`src/rtl/pkt_lb_pkg.sv`:
```
package pkt_lb_pkg;

  typedef enum logic [2:0] {
    PS_IDLE,
    PS_SLOT,
    PS_CMD,
    PS_LEN,
    PS_BODY
  } parse_st_t;

  typedef enum logic [1:0] {
    SQ_COLLECT,
    SQ_RD_WAIT,
    SQ_RD_SEND
  } seq_st_t;

  // command nibble bit 0 selects read, bit 1 selects fixed address
  localparam int unsigned OP_READ_BIT = 0;
  localparam int unsigned OP_REP_BIT  = 1;

endpackage

```
`src/rtl/pkt_rst_sync.sv`:
```
module pkt_rst_sync #(
  parameter int unsigned STAGES = 2
) (
  input  logic clk,
  input  logic rst_n,
  output logic rst_sync_n
);

  logic [STAGES-1:0] chain_q;

  always_ff @(posedge clk or negedge rst_n) begin
    if (!rst_n) begin
      chain_q <= '0;
    end else begin
      chain_q <= {chain_q[STAGES-2:0], 1'b1};
    end
  end

  assign rst_sync_n = chain_q[STAGES-1];

endmodule

```
`src/rtl/pkt_hdr_parse.sv`:
```
module pkt_hdr_parse
  import pkt_lb_pkg::*;
#(
  parameter logic [7:0] START_CODE = 8'hF0,
  parameter logic [7:0] SLOT_ID    = 8'h00,
  parameter logic [7:0] BCAST_ID   = 8'hFF,
  parameter logic [7:0] NULL_ID    = 8'hFE
) (
  input  logic       clk,
  input  logic       rst_n,
  input  logic       rx_start,
  input  logic       rx_stop,
  input  logic       rx_valid,
  input  logic [7:0] rx_data,
  output logic       pay_vld,
  output logic [7:0] pay_byte,
  output logic       pay_last,
  output logic       abort,
  output logic [1:0] op
);

  parse_st_t  st_q, st_d;
  logic [7:0] rem_q, rem_d;
  logic       hit_q, hit_d;
  logic       act_q, act_d;
  logic [1:0] op_q, op_d;

  always_comb begin
    st_d     = st_q;
    rem_d    = rem_q;
    hit_d    = hit_q;
    act_d    = act_q;
    op_d     = op_q;
    pay_vld  = 1'b0;
    pay_last = 1'b0;
    abort    = rx_start | rx_stop;
    if (abort) begin
      st_d = PS_IDLE;
    end else if (rx_valid) begin
      case (st_q)
        PS_IDLE: begin
          if (rx_data == START_CODE) st_d = PS_SLOT;
        end
        PS_SLOT: begin
          hit_d = ((rx_data == SLOT_ID) || (rx_data == BCAST_ID)) &&
                  (rx_data != NULL_ID);
          st_d  = PS_CMD;
        end
        PS_CMD: begin
          act_d = hit_q && (rx_data[7:4] == 4'h0) && (rx_data[3:2] == 2'b00);
          op_d  = rx_data[1:0];
          st_d  = PS_LEN;
        end
        PS_LEN: begin
          rem_d = rx_data;
          st_d  = (rx_data == 8'h00) ? PS_IDLE : PS_BODY;
        end
        PS_BODY: begin
          pay_vld = act_q;
          rem_d   = rem_q - 8'd1;
          if (rem_q == 8'd1) begin
            st_d     = PS_IDLE;
            pay_last = act_q;
          end
        end
        default: st_d = PS_IDLE;
      endcase
    end
  end

  always_ff @(posedge clk or negedge rst_n) begin
    if (!rst_n) begin
      st_q  <= PS_IDLE;
      rem_q <= '0;
      hit_q <= 1'b0;
      act_q <= 1'b0;
      op_q  <= '0;
    end else begin
      st_q  <= st_d;
      rem_q <= rem_d;
      hit_q <= hit_d;
      act_q <= act_d;
      op_q  <= op_d;
    end
  end

  assign pay_byte = rx_data;
  assign op       = op_q;

  // a marker always leaves the parser idle on the next cycle
  assert_abort_idle_R10: assert property (@(posedge clk) disable iff (!rst_n)
    (rx_start || rx_stop) |=> (st_q == PS_IDLE));

endmodule

```
`src/rtl/lb_burst_seq.sv`:
```
module lb_burst_seq
  import pkt_lb_pkg::*;
#(
  parameter int unsigned ADDR_W = 32,
  parameter int unsigned DATA_W = 32
) (
  input  logic              clk,
  input  logic              rst_n,
  input  logic              pay_vld,
  input  logic [7:0]        pay_byte,
  input  logic              pay_last,
  input  logic              abort,
  input  logic [1:0]        op,
  input  logic              lb_rvalid,
  input  logic [DATA_W-1:0] lb_rdata,
  input  logic              ser_busy,
  output logic              lb_wr,
  output logic              lb_rd,
  output logic [ADDR_W-1:0] lb_addr,
  output logic [DATA_W-1:0] lb_wdata,
  output logic              ser_load,
  output logic [DATA_W-1:0] ser_word
);

  localparam int unsigned NB   = DATA_W / 8;
  localparam int unsigned BC_W = (NB > 1) ? $clog2(NB) : 1;
  localparam logic [ADDR_W-1:0] STEP = ADDR_W'(NB);
  localparam logic [BC_W-1:0]   LAST_BYTE = BC_W'(NB - 1);

  seq_st_t           st_q, st_d;
  logic [DATA_W-1:0] sr_q, sr_d;
  logic [BC_W-1:0]   bc_q, bc_d;
  logic [1:0]        wi_q, wi_d;
  logic [ADDR_W-1:0] ad_q, ad_d;
  logic [ADDR_W-1:0] la_q, la_d;
  logic [DATA_W-1:0] left_q, left_d;
  logic [DATA_W-1:0] wd_q, wd_d;
  logic              wr_q, wr_d;
  logic              rd_q, rd_d;

  logic [DATA_W-1:0] word;
  logic              word_done;
  logic              op_read;
  logic              op_rep;

  assign op_read   = op[OP_READ_BIT];
  assign op_rep    = op[OP_REP_BIT];
  assign word      = {sr_q[DATA_W-9:0], pay_byte};
  assign word_done = pay_vld && (bc_q == LAST_BYTE);
  assign ser_load  = (st_q == SQ_RD_WAIT) && lb_rvalid && !abort;
  assign ser_word  = lb_rdata;

  always_comb begin
    st_d   = st_q;
    sr_d   = sr_q;
    bc_d   = bc_q;
    wi_d   = wi_q;
    ad_d   = ad_q;
    la_d   = la_q;
    left_d = left_q;
    wd_d   = wd_q;
    wr_d   = 1'b0;
    rd_d   = 1'b0;
    case (st_q)
      SQ_COLLECT: begin
        if (pay_vld) begin
          sr_d = word;
          bc_d = bc_q + 1'b1;
          if (word_done) begin
            if (wi_q != 2'd2) wi_d = wi_q + 2'd1;
            if (wi_q == 2'd0) begin
              ad_d = word[ADDR_W-1:0];
            end else if (!op_read) begin
              wr_d = 1'b1;
              la_d = ad_q;
              wd_d = word;
              if (!op_rep) ad_d = ad_q + STEP;
            end else if ((wi_q == 2'd1) && (word != '0)) begin
              rd_d   = 1'b1;
              la_d   = ad_q;
              left_d = word;
              st_d   = SQ_RD_WAIT;
            end
          end
        end
      end
      SQ_RD_WAIT: begin
        if (lb_rvalid) begin
          left_d = left_q - 1'b1;
          if (!op_rep) ad_d = ad_q + STEP;
          st_d = SQ_RD_SEND;
        end
      end
      SQ_RD_SEND: begin
        if (!ser_busy) begin
          if (left_q == '0) begin
            st_d = SQ_COLLECT;
          end else begin
            rd_d = 1'b1;
            la_d = ad_q;
            st_d = SQ_RD_WAIT;
          end
        end
      end
      default: st_d = SQ_COLLECT;
    endcase
    if (pay_last || abort) begin
      bc_d = '0;
      wi_d = 2'd0;
    end
    if (abort) begin
      st_d = SQ_COLLECT;
      rd_d = 1'b0;
    end
  end

  always_ff @(posedge clk or negedge rst_n) begin
    if (!rst_n) begin
      st_q   <= SQ_COLLECT;
      sr_q   <= '0;
      bc_q   <= '0;
      wi_q   <= '0;
      ad_q   <= '0;
      la_q   <= '0;
      left_q <= '0;
      wd_q   <= '0;
      wr_q   <= 1'b0;
      rd_q   <= 1'b0;
    end else begin
      st_q   <= st_d;
      sr_q   <= sr_d;
      bc_q   <= bc_d;
      wi_q   <= wi_d;
      ad_q   <= ad_d;
      la_q   <= la_d;
      left_q <= left_d;
      wd_q   <= wd_d;
      wr_q   <= wr_d;
      rd_q   <= rd_d;
    end
  end

  assign lb_wr    = wr_q;
  assign lb_rd    = rd_q;
  assign lb_addr  = la_q;
  assign lb_wdata = wd_q;

  assert_wr_pulse_R5: assert property (@(posedge clk) disable iff (!rst_n)
    lb_wr |=> !lb_wr);

  assert_rd_pulse_R7: assert property (@(posedge clk) disable iff (!rst_n)
    lb_rd |=> !lb_rd);

  assert_no_overlap_R12: assert property (@(posedge clk) disable iff (!rst_n)
    !(lb_wr && lb_rd));

  // running address is one word ahead of the strobed one when incrementing
  assert_inc_step_R5: assert property (@(posedge clk) disable iff (!rst_n)
    (lb_wr && !op_rep) |-> (ad_q == lb_addr + STEP));

  assert_rep_fixed_R6: assert property (@(posedge clk) disable iff (!rst_n)
    (lb_wr && op_rep) |-> (ad_q == lb_addr));

  // a new result word never lands while bytes of the last are still leaving
  assert_load_idle_R7: assert property (@(posedge clk) disable iff (!rst_n)
    ser_load |-> !ser_busy);

endmodule

```
`src/rtl/rd_byte_ser.sv`:
```
module rd_byte_ser #(
  parameter int unsigned DATA_W = 32
) (
  input  logic              clk,
  input  logic              rst_n,
  input  logic              load,
  input  logic [DATA_W-1:0] word,
  output logic              tx_valid,
  output logic [7:0]        tx_data,
  output logic              busy
);

  localparam int unsigned NB = DATA_W / 8;
  localparam int unsigned CW = $clog2(NB + 1);

  logic [DATA_W-1:0] sr_q, sr_d;
  logic [CW-1:0]     cnt_q, cnt_d;

  always_comb begin
    sr_d  = sr_q;
    cnt_d = cnt_q;
    if (load) begin
      sr_d  = word;
      cnt_d = CW'(NB);
    end else if (cnt_q != '0) begin
      sr_d  = {sr_q[DATA_W-9:0], 8'h00};
      cnt_d = cnt_q - 1'b1;
    end
  end

  always_ff @(posedge clk or negedge rst_n) begin
    if (!rst_n) begin
      sr_q  <= '0;
      cnt_q <= '0;
    end else begin
      sr_q  <= sr_d;
      cnt_q <= cnt_d;
    end
  end

  assign tx_valid = (cnt_q != '0);
  assign busy     = (cnt_q != '0);
  assign tx_data  = sr_q[DATA_W-1 -: 8];

  // once a word starts leaving, its bytes run back to back
  assert_tx_burst_R7: assert property (@(posedge clk) disable iff (!rst_n)
    $rose(tx_valid) |=> tx_valid);

endmodule

```
`src/rtl/pkt_lb_master.sv`:
```
module pkt_lb_master #(
  parameter int unsigned ADDR_W     = 32,
  parameter int unsigned DATA_W     = 32,
  parameter logic [7:0]  START_CODE = 8'hF0,
  parameter logic [7:0]  SLOT_ID    = 8'h00,
  parameter logic [7:0]  BCAST_ID   = 8'hFF,
  parameter logic [7:0]  NULL_ID    = 8'hFE
) (
  input  logic              clk,
  input  logic              rst_n,
  input  logic              rx_start,
  input  logic              rx_stop,
  input  logic              rx_valid,
  input  logic [7:0]        rx_data,
  output logic              lb_wr,
  output logic              lb_rd,
  output logic [ADDR_W-1:0] lb_addr,
  output logic [DATA_W-1:0] lb_wdata,
  input  logic [DATA_W-1:0] lb_rdata,
  input  logic              lb_rvalid,
  output logic              tx_valid,
  output logic [7:0]        tx_data
);

  logic              rst_int_n;
  logic              pay_vld;
  logic [7:0]        pay_byte;
  logic              pay_last;
  logic              abort;
  logic [1:0]        op;
  logic              ser_load;
  logic [DATA_W-1:0] ser_word;
  logic              ser_busy;

  pkt_rst_sync #(.STAGES(2)) u_rst (
    .clk        (clk),
    .rst_n      (rst_n),
    .rst_sync_n (rst_int_n)
  );

  pkt_hdr_parse #(
    .START_CODE (START_CODE),
    .SLOT_ID    (SLOT_ID),
    .BCAST_ID   (BCAST_ID),
    .NULL_ID    (NULL_ID)
  ) u_parse (
    .clk      (clk),
    .rst_n    (rst_int_n),
    .rx_start (rx_start),
    .rx_stop  (rx_stop),
    .rx_valid (rx_valid),
    .rx_data  (rx_data),
    .pay_vld  (pay_vld),
    .pay_byte (pay_byte),
    .pay_last (pay_last),
    .abort    (abort),
    .op       (op)
  );

  lb_burst_seq #(
    .ADDR_W (ADDR_W),
    .DATA_W (DATA_W)
  ) u_seq (
    .clk       (clk),
    .rst_n     (rst_int_n),
    .pay_vld   (pay_vld),
    .pay_byte  (pay_byte),
    .pay_last  (pay_last),
    .abort     (abort),
    .op        (op),
    .lb_rvalid (lb_rvalid),
    .lb_rdata  (lb_rdata),
    .ser_busy  (ser_busy),
    .lb_wr     (lb_wr),
    .lb_rd     (lb_rd),
    .lb_addr   (lb_addr),
    .lb_wdata  (lb_wdata),
    .ser_load  (ser_load),
    .ser_word  (ser_word)
  );

  rd_byte_ser #(.DATA_W(DATA_W)) u_ser (
    .clk      (clk),
    .rst_n    (rst_int_n),
    .load     (ser_load),
    .word     (ser_word),
    .tx_valid (tx_valid),
    .tx_data  (tx_data),
    .busy     (ser_busy)
  );

endmodule

```
`config.mk`:
```
export PLATFORM = sky130hd
export DESIGN_NAME = pkt_lb_master
export DESIGN_NICKNAME = d
export VERILOG_FILES = /design/src/rtl/pkt_lb_pkg.sv /design/src/rtl/pkt_rst_sync.sv /design/src/rtl/pkt_hdr_parse.sv /design/src/rtl/lb_burst_seq.sv /design/src/rtl/rd_byte_ser.sv /design/src/rtl/pkt_lb_master.sv
export SDC_FILE = /design/constraint.sdc
export NUM_CORES = 1
export LEC_CHECK = 0
export ABC_AREA = 1
export CAP_MARGIN = 25
export CELL_PAD_IN_SITES_DETAIL_PLACEMENT = 1
export CELL_PAD_IN_SITES_GLOBAL_PLACEMENT = 1
export CORE_MARGIN = 10
export CORE_UTILIZATION = 25
export DETAILED_ROUTE_END_ITERATION = 12
export PLACE_DENSITY = 0.55
export SETUP_SLACK_MARGIN = 0.2
export SKIP_CTS_REPAIR_TIMING = 1
export SLEW_MARGIN = 20
export SYNTH_ARGS = -nofsm -noshare
export SYNTH_HDL_FRONTEND = slang
export SYNTH_SLANG_ARGS = --single-unit
```
`constraint.sdc`:
```
create_clock -name clk -period 13.2 [get_ports clk]
set_input_delay 3.96 -clock clk [delete_from_list [all_inputs] [get_ports clk]]
set_output_delay 3.96 -clock clk [all_outputs]
set_load 0.03 [all_outputs]
```
**Word level (Yosys, flattened, before mapping)**

Cells that the tools add are included.

- Register bits: 212
- Bits in latches: 0
- Memory bits (writable): 0
- Memory bits (read-only): 0
- Output and inout port bits: 75
- Logic and storage cells: 172
- Memories kept: 0

- $add $sub $neg: 6
- $mul: 0
- Div/mod/pow operators: 0
- Magnitude comparators: 0
- Equality and inequality tests: 32
- Shift operators: 0
- Muxes and demuxes: 72
- Bitwise gates (word level): 4
- Reductions and logical operators: 40

Operator list:

| operator | number |
|---|---|
| 32-bit 2-to-1 mux | 21 |
| 32-bit case mux with 2 select lines | 3 |
| 32-bit by 3-bit adder with 32-bit output, second input constant | 1 |
| 32-bit zero test | 1 |
| 2-bit 2-to-1 mux | 16 |
| 32-bit nonzero test | 1 |
| 32-bit by 1-bit subtractor with 32-bit output, second input constant | 1 |
| 1-bit 2-to-1 mux | 21 |
| 3-bit 2-to-1 mux | 7 |
| 7-bit AND reduction | 3 |
| 3-bit by 2-bit != test with 1-bit output, second input constant | 6 |
| 2-bit nonzero test | 9 |
| 8-bit == test, second input constant | 2 |
| 8-bit case mux with 2 select lines | 1 |
| 3-bit by 1-bit != test with 1-bit output, second input constant | 5 |
| 3-bit case mux with 5 select lines | 1 |
| 2-bit != test, second input constant | 6 |
| 3-bit AND reduction | 4 |
| 5-bit AND reduction | 2 |
| 8-bit by 1-bit == test with 1-bit output, second input constant | 1 |
| 8-bit zero test | 1 |
| 8-bit != test, second input constant | 1 |
| 8-bit by 1-bit subtractor with 8-bit output, second input constant | 1 |
| 1-bit logical AND | 7 |
| 20 further kinds | 32 |

**Logic depth before layout (Yosys ltp)**

Gate-level depths: netlist of the first run.

- Word-level depth: 9
- Gate-level depth with buffers: 12
- Mapped depth without buffers: 12

**Hierarchy**

Synthesis of the first run repeated with hierarchy kept, for this count alone.

- Cells, all modules: 1663
- Area total of the unflattened synthesis: 12005.3 µm²

By module, submodules not included:

| module | instances | cells each | area an instance (µm²) | seq. area each (µm²) |
|---|---|---|---|---|
| lb_burst_seq | 1 | 1259 | 8917.3 | 4003.8 |
| rd_byte_ser | 1 | 242 | 1868.0 | 875.8 |
| pkt_hdr_parse | 1 | 159 | 1166.1 | 375.4 |
| pkt_rst_sync | 1 | 3 | 53.8 | 50.0 |

**Least setup slack after synthesis of the first run**

No wires, ideal clock.

- Path kind: input-to-reg
- Start: input port rx_stop
- End: register u_seq.la_q[10], in the netlist u_seq.lb_addr[10]
- Setup time: 0.118 ns
- Arrival time: 5.079 ns
- Slack: 8.003 ns
- Stages on the path: 11
- Buffers on the path: 1
- Path through: nor2_4 -> nand2_4 -> nor2_4 -> nand2_2 -> nand2_2 -> nand2_4 -> nor2_8 -> nand3_4 -> buf_6 -> nand2_1 -> nand2_1

- Longest elaborated chain between the ends: 5

RTL lines:

| what | RTL line | RTL |
|---|---|---|
| start: declaration | pkt_lb_master.sv:12 | `input logic rx_stop,` |
| 1-bit bitwise OR * | pkt_hdr_parse.sv:36 | `abort = rx_start \| rx_stop;` |
| 1-bit 2-to-1 mux * | pkt_hdr_parse.sv:37 | `if (abort) begin` |
| 1-bit logical AND | lb_burst_seq.sv:49 | `assign word_done = pay_vld && (bc_q == LAST_BYTE);` |
| 2-bit by 1-bit != test with 1-bit output (no line) | -- |  |
| 7-bit AND reduction (no line) * | -- |  |
| end signal: assignment | lb_burst_seq.sv:135 | `la_q <= la_d;` |
| end: declaration | lb_burst_seq.sv:35 | `logic [ADDR_W-1:0] la_q, la_d;` |

Mark *: on every way between the ends. The rest lies on a longest branch, timed or not.
A chain may end at the register's enable or synchronous reset.

**Worst setup path in the final report of the first run**

- Start: register u_ser.cnt_q[0]
- End: output port tx_valid

- Longest elaborated chain between the ends: 1

RTL lines:

| what | RTL line | RTL |
|---|---|---|
| start: declaration | rd_byte_ser.sv:17 | `logic [CW-1:0] cnt_q, cnt_d;` |
| start signal: assignment | rd_byte_ser.sv:37 | `cnt_q <= cnt_d;` |
| 3-bit nonzero test | rd_byte_ser.sv:41 | `assign tx_valid = (cnt_q != '0);` |
| end: declaration | pkt_lb_master.sv:21 | `output logic tx_valid,` |

No other way between the ends.

==> qor.csv, run 1 <==
stage;metric;value;unit
worst_setup_path;Bufs and invs on worst path;2;
yosys;post-synth top area share;46.7;%
min_path;worst min path class;reg -> async;
route;via count;10381;
die;number of core rows;78;
worst_setup_path;worst endpoint data arrival time;2380;ps
route;WL per Instance;17.3;µm
yosys;syn nets;1593;
layout;Ant. Diodes;0;
sta;Setup-failing EPs final;0;
sta;Hold Slack;351;ps
yosys;register area share after synthesis;46.7;%
clock_network;CTS buffer count;27;
sta;min cycle time layout;6340;ps
placement;port bufs;120;
layout;Layout area overhead;23.0;%
sta;Slew Limit Fails;0;
sta;Tcrit/Tclk final;48.0;%
die;Starting Density;25.1;%
sta;Slew @ Worst Pin;916;ps
layout;footprint of the multi-input gates;5080;µm²
yosys;fraction of registers with async set/reset;100;%
route;DRT Pass-1 Iters;4;
route;final antenna-violating net count;0;
clock_network;clock sinks;212;
layout;fin util;30.9;%
sta;Worst Slack Setup Final;6860;ps
yosys;synth top area cells;dfrtp_1 47%, nand2_1 18%, o21ai_0 6.3%, inv_1 4.9%, nor2_1 4.6%;
worst_setup_path;Cell Chain, Critical Path;inv_1 -> ha_1 -> nand2_1 -> clkdlybuf4s50_1;
placement;pre-CTS setup slack;6180;ps
grt;antenna violations before repair;0;
route;1st-iter DRT viols;608;
sta;RSZ-0062 raised after global routing;false;
route;DR vias/cell;4.62;
clock_network;TritonCTS clock tree;done;
sta;Clock Skews;12.5;ps
grt;global route overflow;0;
yosys;Synth area leader;dfrtp_1;
yosys;Synth Instances;1536;
flow_run;maxcap violations;0;
worst_setup_path;Worst Setup End Kind;output port;
sta;Max Freq;158;MHz
layout;fillers;5493;
sta;Rel. slew slack;38.9;%
yosys;Mapped Avg Cell Area;7.39;µm²
pwr;Max VDD drop;78.0;µV
clock_network;H-tree levels;1;
worst_setup_path;worst r2r dst;u_ser.sr_q[8];
placement;RD Place Congestion;0.799;
yosys;mapped cell area;11400;µm²
die;core area;45200;µm²
worst_setup_path;CP peak stage delay;800;ps
clock_network;Worst-path clk slew;60;ps
worst_setup_path;WP data required;9240;ps
worst_setup_path;r2r setup slk;10400;ps
grt;number of global-route vias before repair;10982;
clock_network;buffer type at the clock tree root;clkbuf_16;
worst_setup_path;CP max FO;15;
placement;hpwl dp;27.9;mm
worst_setup_path;kind of critical path;reg -> out;
worst_setup_path;family with the most delay on the worst path;buffers and inverters;
sta;final hold viol count;0;
route;total wire length;38.8;mm
sta;setup_tns;0;ps
yosys;Post-synth EDFFs;0;
grt;largest net degree at the start of global routing;70;
clock_network;buffer depth of the longest clock path;3;
die;die height;233;µm
worst_setup_path;crit path launch type;flop;
clock_network;Skew-Pair Late Insertion Delay;560;ps
route;DRC viols;0;
yosys;post-synth cell types;41;
layout;flip-flop and latch area;5310;µm²
die;Die Width;233;µm
yosys;Synth Flop Type;dfrtp_1;
yosys;Yosys reg bits;212;
outcome;status;finished clean;
worst_setup_path;worst r2r src;u_ser.cnt_q[0];
pwr;PwrDens;114;nW/µm²
yosys;Synth warnings;0;
grt;GRT Total Usage;14.3;%
worst_setup_path;worst reg2reg path depth;8;
layout;share of cells above drive strength 1;5.10;%
layout;number of nets in the layout;1685;
grt;first-pass GRT wire length;62.5;mm
pwr;PnR Total Power;1.59;mW
die;DIE AREA;54400;µm²
worst_setup_path;critical path's slowest cell;clkdlybuf4s50_1;
die;Ports;121;
pwr;Pleak;6.69;nW
==> worst max path at each step <==
stage	start	end	depth (start not counted)	slack (ps)
after floorplan	u_rst.chain_q[1]	u_parse.act_q	0	6850
after global placement	rx_stop	u_ser.sr_q[28]	9	6360
after detailed placement	rx_stop	u_ser.sr_q[13]	9	6180
after CTS	rx_stop	u_ser.sr_q[13]	9	6770
after global routing	u_ser.cnt_q[0]	tx_valid	4	6690
final	u_ser.cnt_q[0]	tx_valid	4	6860
==> logic make-up (layout without fill, tap and decap cells) <==
kind of cell,after synthesis,after routing,synth area share (%)
buffers and inverters,226,338,8.55
AND/OR/NAND/NOR,843,843,31.2
other,1,1,0.0330
XOR/XNOR,19,19,1.47
adder cells (fa/ha/maj),11,11,1.21
AO/OA/AOI/OAI,224,224,10.8
flip-flops,212,212,46.7
==> layer usage <==
| metal | wire length (µm) | up-vias | share of wire [%] | global-route usage, % |
|---|---|---|---|---|
| met4 | 801 | 0 | 2.1 | 3.31 |
| met5 | 0 | - | 0 | 0 |
| met1 | 18300 | 5098 | 47 | 19.2 |
| met3 | 1490 | 45 | 3.8 | 2.54 |
| met2 | 18200 | 135 | 47 | 23.6 |
| li1 | - | 5103 | - | - |
==> registers in the layout, summed over array words and instances (netlist names) <==
name	flops
u_parse.rem_q	8
u_seq.sr_q	24
u_seq.left_q	32
u_seq.lb_addr	32
u_parse.act_q	1
u_seq.lb_wr	1
u_parse.hit_q	1
u_ser.sr_q	32
u_seq.lb_wdata	32
u_seq.ad_q	32
u_seq.wi_q	2
u_seq.lb_rd	1
u_parse.st_q	3
u_seq.bc_q	2
u_ser.cnt_q	3
u_rst.chain_q	2
u_seq.st_q	2
u_parse.op	2
==> through the flow <==
step,cells,instance area [µm²]
detailed placement,2196,13000
floorplan,1536,11400
finish,2248,14000
global placement,2196,13000
CTS,2245,13900
global route,2248,14000
==> cell type report <==
type	instances	area share [%]
Multi-Input combinational cell	1098	36.4
Inverter	158	4.26
Timing Repair Buffer	131	9.57
Clock inverter	10	0.788
Sequential cell	212	38.0
Tap cell	600	5.38
Clock buffer	39	5.59
==> cells in the mapped netlist, types with 2 or more instances <==
cell type	n
and2_1	4
inv_1	149
nand2_1	533
nor2_2	4
buf_2	17
o211ai_1	11
nand3b_1	6
nor4_1	2
nand4_1	50
o21ai_0	143
buf_4	14
nor3_1	7
buf_6	6
a31oi_1	3
clkbuf_1	29
dfrtp_1	212
or2_2	2
nor2_4	4
nor2_1	140
o21ai_1	9
inv_2	6
o31ai_1	2
xor2_1	9
nand2_2	6
ha_1	11
clkinv_1	2
nand3_1	80
a21oi_1	37
xnor2_1	10
nand2_4	3
o311ai_0	15
==> cell usage in the layout, fill, tap and decap left out, types with 15 or more instances in the layout <==
cell type          n
o311ai_0          15
dfrtp_1          211
a21oi_1           37
nand3_1           80
nand2_1          533
clkdlybuf4s50_1  120
inv_1            149
nor2_1           139
nand4_1           50
o21ai_0          143
clkbuf_16         27
==> report_power, final <==
group          switching (mW)  leakage, nW  internal (mW)
Sequential             0.0189         2.87          0.668
Combinational           0.108         3.38         0.0478
Clock                   0.300        0.440          0.448
(Power assumes the default switching activity.)
==> inputs of run 2 (changes only) <==
--- a/config.mk
+++ b/config.mk
@@ -12,7 +12,7 @@
 export CORE_MARGIN = 10
 export CORE_UTILIZATION = 25
 export DETAILED_ROUTE_END_ITERATION = 12
-export PLACE_DENSITY = 0.55
+export PLACE_DENSITY = 0.57
 export SETUP_SLACK_MARGIN = 0.2
 export SKIP_CTS_REPAIR_TIMING = 1
 export SLEW_MARGIN = 20
==> constraint.sdc (replaced) <==
create_clock -name clk -period 5.8 [get_ports clk]
set_input_delay 1.74 -clock clk [delete_from_list [all_inputs] [get_ports clk]]
set_output_delay 1.74 -clock clk [all_outputs]
set_load 0.03 [all_outputs]
==> qor.csv, run 2 (synthesis results as in run 1) <==
stage;metric;value;unit;change
outcome;status;finished clean;;unchanged
placement;Cells after DPL;2199;;was 2196
pwr;PwrDens;267;nW/µm²;was 114 nW/µm²
layout;Layout area overhead;23.6;%;was 23.0%
placement;RD Place Congestion;0.831;;was 0.799
grt;GRT Total Usage;14.2;%;was 14.3%
sta;setup_tns;0;ps;unchanged
clock_network;clock sinks;212;;unchanged
grt;largest net degree at the start of global routing;56;;was 70
clock_network;buffer depth of the longest clock path;3;;unchanged
clock_network;CTS buffer count;27;;unchanged
layout;Ant. Diodes;0;;unchanged
die;die height;233;µm;unchanged
sta;Slew Limit Fails;0;;unchanged
grt;antenna violations before repair;0;;unchanged
clock_network;Worst-path clk slew;60;ps;about the same
worst_setup_path;worst reg2reg path depth;8;;unchanged
pwr;Pleak;6.73;nW;was 6.69 nW
worst_setup_path;crit path launch type;flop;;unchanged
layout;fin util;31.1;%;was 30.9%
die;DIE AREA;54400;µm²;unchanged
clock_network;buffer type at the clock tree root;clkbuf_16;;unchanged
sta;Tcrit/Tclk final;70.7;%;
sta;Max Freq;244;MHz;
route;DRC viols;0;;unchanged
sta;Slew @ Worst Pin;792;ps;was 916 ps
layout;final non-filler cell total;2249;;was 2248
worst_setup_path;worst endpoint data arrival time;2360;ps;was 2380 ps
clock_network;H-tree levels;1;;unchanged
worst_setup_path;Cell Chain, Critical Path;inv_1 -> ha_1 -> nand2_1 -> clkdlybuf4s50_1;;unchanged
sta;RSZ-0062 raised after global routing;false;;unchanged
route;via count;10418;;about the same
worst_setup_path;CP peak stage delay;800;ps;about the same
clock_network;Skew-Pair Late Insertion Delay;570;ps;was 560 ps
pwr;Max VDD drop;198;µV;was 78.0 µV
placement;hpwl dp;28.1;mm;was 27.9 mm
worst_setup_path;kind of critical path;reg -> out;;unchanged
grt;first-pass GRT wire length;62.1;mm;was 62.5 mm
layout;commonest non-fill, non-tap cell in the layout;nand2_1;;unchanged
worst_setup_path;critical path's slowest cell;clkdlybuf4s50_1;;unchanged
worst_setup_path;WP data required;4060;ps;was 9240 ps
die;Die Width;233;µm;unchanged
layout;fillers;5518;;was 5493
die;core area;45200;µm²;unchanged
layout;share of cells above drive strength 1;5.34;%;was 5.10%
route;DRT Pass-1 Iters;5;;was 4
route;total wire length;38.7;mm;was 38.8 mm
die;Starting Density;25.1;%;unchanged
sta;min cycle time layout;4100;ps;
die;Ports;121;;unchanged
worst_setup_path;Worst Setup End Kind;output port;;unchanged
sta;Clock Skews;21.3;ps;was 12.5 ps
route;WL per Instance;17.2;µm;was 17.3 µm
layout;commonest non-fill, non-tap cells in the layout;533 x nand2_1, 211 x dfrtp_1, 149 x inv_1;;unchanged
sta;Setup-failing EPs final;0;;unchanged
worst_setup_path;CP max FO;15;;unchanged
route;DR vias/cell;4.63;;was 4.62
grt;global route overflow;0;;unchanged
grt;number of global-route vias before repair;10823;;was 11.0k
min_path;worst min path class;reg -> async;;unchanged
placement;port bufs;120;;unchanged
flow_run;maxcap violations;0;;unchanged
route;1st-iter DRT viols;582;;was 608
sta;Rel. slew slack;46.8;%;was 38.9%
clock_network;TritonCTS clock tree;done;;unchanged
die;number of core rows;78;;unchanged
sta;final hold viol count;0;;unchanged
route;final antenna-violating net count;0;;unchanged
layout;number of nets in the layout;1686;;was 1685
## run 2: area by class of cell
| type | instances | area [µm²] | share of cell area [%] |
|---|---|---|---|
| sequential | 212 | 5310 | 37.8 |
| clock buffer | 41 | 838 | 5.97 |
| clock inverter | 8 | 134 | 0.953 |
| tap | 600 | 751 | 5.35 |
| inverter | 158 | 596 | 4.24 |
| multi-input combinational | 1098 | 5080 | 36.2 |
| timing repair buffer | 132 | 1330 | 9.48 |
## run 2: report_power, final
group / leakage [nW] / internal [mW] / switching (mW)
Clock: 0.483 / 1.13 / 0.699
Sequential: 2.87 / 1.52 / 0.0422
Combinational: 3.38 / 0.109 / 0.253
Total: 6.73 / 2.76 / 0.994
## run 2: worst paths after layout
path	start	end	slack, ps
setup reg to reg	u_ser.cnt_q[0]	u_ser.sr_q[13]	2960
hold / removal	u_rst.chain_q[1]	u_seq.lb_wdata[3]	300
max in group asynchronous	u_rst.chain_q[1]	u_seq.left_q[30]	4280
min in group clk	u_rst.chain_q[0]	u_rst.chain_q[1]	350
setup / recovery	u_ser.cnt_q[0]	tx_valid	1700
hold reg to reg	u_rst.chain_q[1]	u_seq.lb_wdata[3]	300
## run 2: worst max-delay path: cells and delay by family (launching register included)
kind	cells	cell delay, ps
buffers and inverters	2	870
and+or+nand+nor	1	420
adders and majority gates	1	200
DFF	1	320
## run 2: metal layers
layer / part of all wire, % / global-route usage, % / up-vias / routed length, µm
met1: 49 / 19.5 / 5139 / 18800
met5: 0 / 0 / - / 0
met4: 1.2 / 2.56 / 0 / 465
met2: 47 / 23.3 / 129 / 18100
met3: 3.6 / 2.09 / 31 / 1370
li1: - / - / 5119 / -
## run 2: stage by stage
| step | hold WS (ps) | instance area, µm² | setup slack [ps] | power (mW) |
|---|---|---|---|---|
| floorplan | 331 | 11400 | 2310 | 1.81 |
| CTS | 339 | 14000 | 1610 | 3.81 |
| global placement | 335 | 13000 | 1360 | 1.95 |
| global route | 357 | 14000 | 1520 | 3.93 |
| detailed placement | 337 | 13000 | 1330 | 1.96 |
| finish | 302 | 14000 | 1700 | 3.75 |
